File: src/rtl/debug_mode_ctrl.sv
module debug_mode_ctrl #(
  parameter int          XLEN      = 32,
  parameter logic [31:0] DBG_VECTOR = 32'hBFC0_0480
) (
  input  logic            clk,
  input  logic            rst_n,
  input  logic            entry_req,
  input  logic [XLEN-1:0] entry_type,
  input  logic [XLEN-1:0] cur_pc,
  input  logic            cur_isa,
  input  logic            in_delay_slot,
  input  logic            return_req,
  output logic [XLEN-1:0] debug_reg,
  output logic [XLEN-1:0] depc_reg,
  output logic [XLEN-1:0] new_pc,
  output logic            new_isa,
  output logic            pc_load,
  output logic            in_debug,
  output logic            nested_entry,
  output logic            irq_drop
);
  localparam int BIT_SLOT = 31;
  localparam int BIT_MODE = 30;
  localparam int BIT_INHB = 20;
  localparam logic [XLEN-1:0] TYPE_MASK = XLEN'(32'h000C_7C3F);
  localparam logic [XLEN-1:0] ONE       = XLEN'(1);
  localparam logic [XLEN-1:0] FLAG_SET  = (ONE << BIT_MODE) | (ONE << BIT_INHB);
  localparam logic [XLEN-1:0] SLOT_BIT  = ONE << BIT_SLOT;

  logic [XLEN-1:0] dbg_q, depc_q, pc_q;
  logic            isa_q, load_q, nest_q, drop_q;

  logic [XLEN-1:0] dbg_entry;
  assign dbg_entry = ((dbg_q & ~(TYPE_MASK | SLOT_BIT)) | (entry_type & TYPE_MASK) | FLAG_SET)
                   | (in_delay_slot ? SLOT_BIT : '0);

  always_ff @(posedge clk) begin
    if (!rst_n) begin
      dbg_q  <= '0;
      depc_q <= '0;
      pc_q   <= '0;
      isa_q  <= 1'b0;
      load_q <= 1'b0;
      nest_q <= 1'b0;
      drop_q <= 1'b0;
    end else begin
      load_q <= 1'b0;
      nest_q <= 1'b0;
      drop_q <= 1'b0;
      if (entry_req) begin
        dbg_q  <= dbg_entry;
        depc_q <= {cur_pc[XLEN-1:1], cur_isa};
        pc_q   <= DBG_VECTOR[XLEN-1:0];
        isa_q  <= 1'b0;
        load_q <= 1'b1;
        drop_q <= 1'b1;
        nest_q <= dbg_q[BIT_MODE];
      end else if (return_req) begin
        dbg_q  <= dbg_q & ~FLAG_SET;
        pc_q   <= {depc_q[XLEN-1:1], 1'b0};
        isa_q  <= depc_q[0];
        load_q <= 1'b1;
      end
    end
  end

  assign debug_reg    = dbg_q;
  assign depc_reg     = depc_q;
  assign new_pc       = pc_q;
  assign new_isa      = isa_q;
  assign pc_load      = load_q;
  assign in_debug     = dbg_q[BIT_MODE];
  assign nested_entry = nest_q;
  assign irq_drop     = drop_q;
endmodule

File: config.mk
export PLATFORM = sky130hd
export DESIGN_NAME = debug_mode_ctrl
export DESIGN_NICKNAME = d
export VERILOG_FILES = /design/src/rtl/debug_mode_ctrl.sv
export SDC_FILE = /design/constraint.sdc
export NUM_CORES = 1
export LEC_CHECK = 0
export ABC_AREA = 1
export BUFFER_PORTS_ARGS = -buffer_cell sky130_fd_sc_hd__buf_2
export CAP_MARGIN = 30
export CORE_MARGIN = 5
export CORE_UTILIZATION = 48
export CTS_BUF_LIST = sky130_fd_sc_hd__clkbuf_2 sky130_fd_sc_hd__clkbuf_4 sky130_fd_sc_hd__clkbuf_8
export CTS_CLUSTER_DIAMETER = 80
export DETAILED_ROUTE_END_ITERATION = 8
export PLACE_DENSITY = 0.85
export SKIP_CTS_REPAIR_TIMING = 1
export SYNTH_ARGS = -nofsm -noshare
export SYNTH_HDL_FRONTEND = slang
export SYNTH_SLANG_ARGS = --single-unit
File: constraint.sdc
create_clock -name clk -period 2.2 [get_ports clk]
set_clock_uncertainty 0.05 [all_clocks]
set_input_delay 0.55 -clock clk [delete_from_list [all_inputs] [get_ports clk]]
set_output_delay 0.55 -clock clk [all_outputs]
set_load 0.05 [all_outputs]
== Word level (Yosys, flattened, before mapping) ==
Index checks and enable logic that the tools add are counted.
Cells by class
  multiplexer cells: 8
  reduce and logical (&&, ||, !) cells: 3
  bitwise logic cells: 3
Operator list (count)
  2-to-1 mux 32 bit: 4
  OR 31 x 32 -> 32 bit: 1
  2-to-1 mux 31 bit: 1
  OR 30 x 20 -> 30 bit: 1
  2-to-1 mux 1 bit: 3
  AND reduction 2 bit: 1
  nonzero test 2 bit: 1
  OR reduction 2 bit: 1
  NOT 1 bit: 1
Word-level totals
  output and inout port bits: 101
  register bits after elaboration: 99

== Depth between registers and ports, before layout ==
  depth after elaboration: 3
  depth in mapped cells: 6
  depth with buffers taken out: 4

== Worst setup path before layout ==
OpenSTA, ideal clock, no wires.
  kind: register to output
  start point: reg dbg_q[20] (netlist: debug_reg[20])
  end point: out debug_reg[20]
  path slack: 0.648 ns
  cell stages (with the launch flop): 2
  arrival time: 0.952 ns
  buffers on the path: 1
  cell sequence: dfxtp_1 -> buf_4
RTL lines
  start: declaration: line 30  | logic [XLEN-1:0] dbg_q, depc_q, pc_q;
  start signal: assignment: line 51  | dbg_q <= dbg_entry;
  start signal: assignment: line 59  | dbg_q <= dbg_q & ~FLAG_SET;
  end: declaration: line 13  | output logic [XLEN-1:0] debug_reg,
No word-level cell between the ends.

==> impl_metrics.yaml <==
status:
  status: "complete, no violations"
detailed_routing:
  ant_nets: 0
  first_iter_violations: 84
  dr_wl_met3_microns: 864
  dr.pass1.iters: 4
  vias: 2684
  highest_layer: "met4"
  routed_wl_mm: 7.135
  drc: 0
  routedWlPerCell_microns: 12.41
  wl_met2_mm: 3.229
  met1Wirelength_mm: 2.931
  avgViaCountPerCell: 4.668
finish:
  regArea_sq_um: 1642
  multi_input_area_sq_um: 1054
  nets: 568
  largest_register_ffs: 32
  fillers: 508
  antenna_cells: 0
  drive_gt1_share_pct: 31.00
  areaGrowthSynthToFinish_pct: 29.30
synth:
  syn-cell-area_sq_um: 2904
  yosysWarningCount: 0
  yosysSeqAreaShare_pct: 56.53
  yosysUniqueCellTypes: 14
  synthCells: 373
  synth_seq_cells: 82
  post_synth.cell_area_avg_sq_um: 7.786
  synth_area_leaders: "dfxtp_1, nand2_1, buf_4, nand3_1, a21oi_1"
  yosysTopAreaCell: "dfxtp_1"
  synth_top_area_share_pct: 56.53
cts:
  numClockSinks: 82
  path_clk_slew_ns: 0.08
  clk-insertion-delay-late_ns: 0.33
  htreeDepth: 3
  cts_tree: "built"
  cts_buffers: 9
  clock_path_buffers: 2
  root_buffer: "clkbuf_8"
timing:
  fmax_mhz: 612.9
  tightest_slew_ns: 0.9330
  finalHoldViolations: 0
  setup_viol: 0
  rsz0062_at_grt: "no"
  period_minus_slack_ns: 1.631
  finalCritPeriodShare_pct: 74.16
  hold_ws_ns: 0.3537
  drv_slew: 0
  tns_ns: 0
  slew-limit-headroom_pct: 37.73
  worst_slack_ns: 0.5685
global_route:
  overflow: 0
  track_usage_pct: 18.68
  grt_max_degree: 47
  grt_pass1_vias: 2540
  antenna_found_initial: 0
  grt_pass1_wl_mm: 11.44
worst_setup_path:
  startpoint_type: "flip-flop"
  arrival_ns: 1.03
  crit_fanout: 5
  slowest_stage: "dfxtp_1"
  critical_path.top_delay_family: "flip-flops"
  crit_path_end_kind: "output pin"
  crit_chain: "buf_2"
  cp_num_buf_inv: 1
  path_class: "flip-flop to output pin"
  cp_data_required_time_ns: 1.60
  cpPeakStageDelay_ns: 0.41
floorplanning:
  die_y_microns: 87.78
  die-area_sq_um: 7705
  core_area_sq_um: 5886
  io_pins: 171
  start_util_pct: 49.34
  die_w_microns: 87.78
  floorplan.rows: 28
place:
  portBuffers: 133
  hpwl_mm: 5.081
  pre_cts_slack_ns: 0.3460
  gp_congestion: 0.7797
worst_hold_path:
  min_path_type: "input port to flip-flop"
pwr:
  ir_drop_v: 0.0004495
  leakage_nw: 2.037
  powerDensity_nw_per_um2: 928.2
flow_run:
  maxCapViolations: 0
[per-layer routing]
| metal | vias to the layer above | GRT usage [%] |
|---|---|---|
| met5 | - | 0 |
| met1 | 1191 | 21.66 |
| met4 | 0 | 8.647 |
| met3 | 12 | 6.679 |
| met2 | 122 | 30.82 |
| li1 | 1359 | - |
[logic make-up after synthesis]
group	share of synthesized area, %
AND/OR/NAND/NOR	30.46
AO/OA/AOI/OAI	3.619
flip-flops	56.53
other	0.1291
buffers and inverters	9.263
[worst paths after layout]
check	startpoint	endpoint	slack [ns]	depth (start not counted)
max reg2reg	depc_reg[2]$_SDFFE_PN0P_	new_pc[2]$_SDFFE_PP0P_	1.50	2
min	cur_pc[14]	depc_reg[14]$_SDFFE_PN0P_	0.35	3
max	debug_reg[20]$_SDFFE_PN0P_	debug_reg[30]	0.57	1
min reg2reg	debug_reg[1]$_SDFFE_PN0P_	debug_reg[1]$_SDFFE_PN0P_	0.40	2
[stage by stage]
| step | instance area (sq um) | utilization [%] | power (mW) | cells |
|---|---|---|---|---|
| after CTS | 3755 | 63.80 | 3.514 | 575 |
| after global placement | 3527 | 59.93 | 2.257 | 562 |
| after detailed placement | 3527 | 59.93 | 2.268 | 562 |
| after global routing | 3755 | 63.80 | 3.631 | 575 |
| final | 3755 | 63.80 | 3.485 | 575 |
| after floorplan | 2964 | - | 2.135 | 389 |
[layout make-up]
cell class                 count  share of cell area [%]
tap                           75                   2.499
timing repair buffer         138                   19.06
sequential                    82                   43.72
inverter                       6                  0.5998
clock buffer                  10                   3.665
multi-input combinational    261                   28.06
clock inverter                 3                   2.399
[cell usage after synthesis, drive strengths merged]
cell type,number
nand3,30
conb,1
dfxtp,82
nor2,3
clkbuf,8
a21oi,21
buf,32
nand2,190
inv,6
[where the power goes]
part / internal (mW) / switching, mW / total [mW] / leakage [nW]
clock: 0.767 / 0.488 / 1.25 / 0.114
sequential: 1.56 / 0.0469 / 1.61 / 0.675
combinational: 0.130 / 0.491 / 0.621 / 1.25
[placed cells by master, fill, tap and decap left out]
master       n
nor2_4       1
dfxtp_1     82
a21oi_1     21
buf_2      133
inv_2        2
nand2_1    189
bufinv_16    3
inv_1        4
nand2_2      1
nand3_1     30
clkbuf_8    10
buf_4        4
buf_12       1
nor2_1       2
conb_1      17
[tightest hold or removal path, stage by stage]
cell and delay, ns:
buf_2 0.07, nand2_1 0.04, nand2_1 0.05
(Power assumes the default switching activity.)
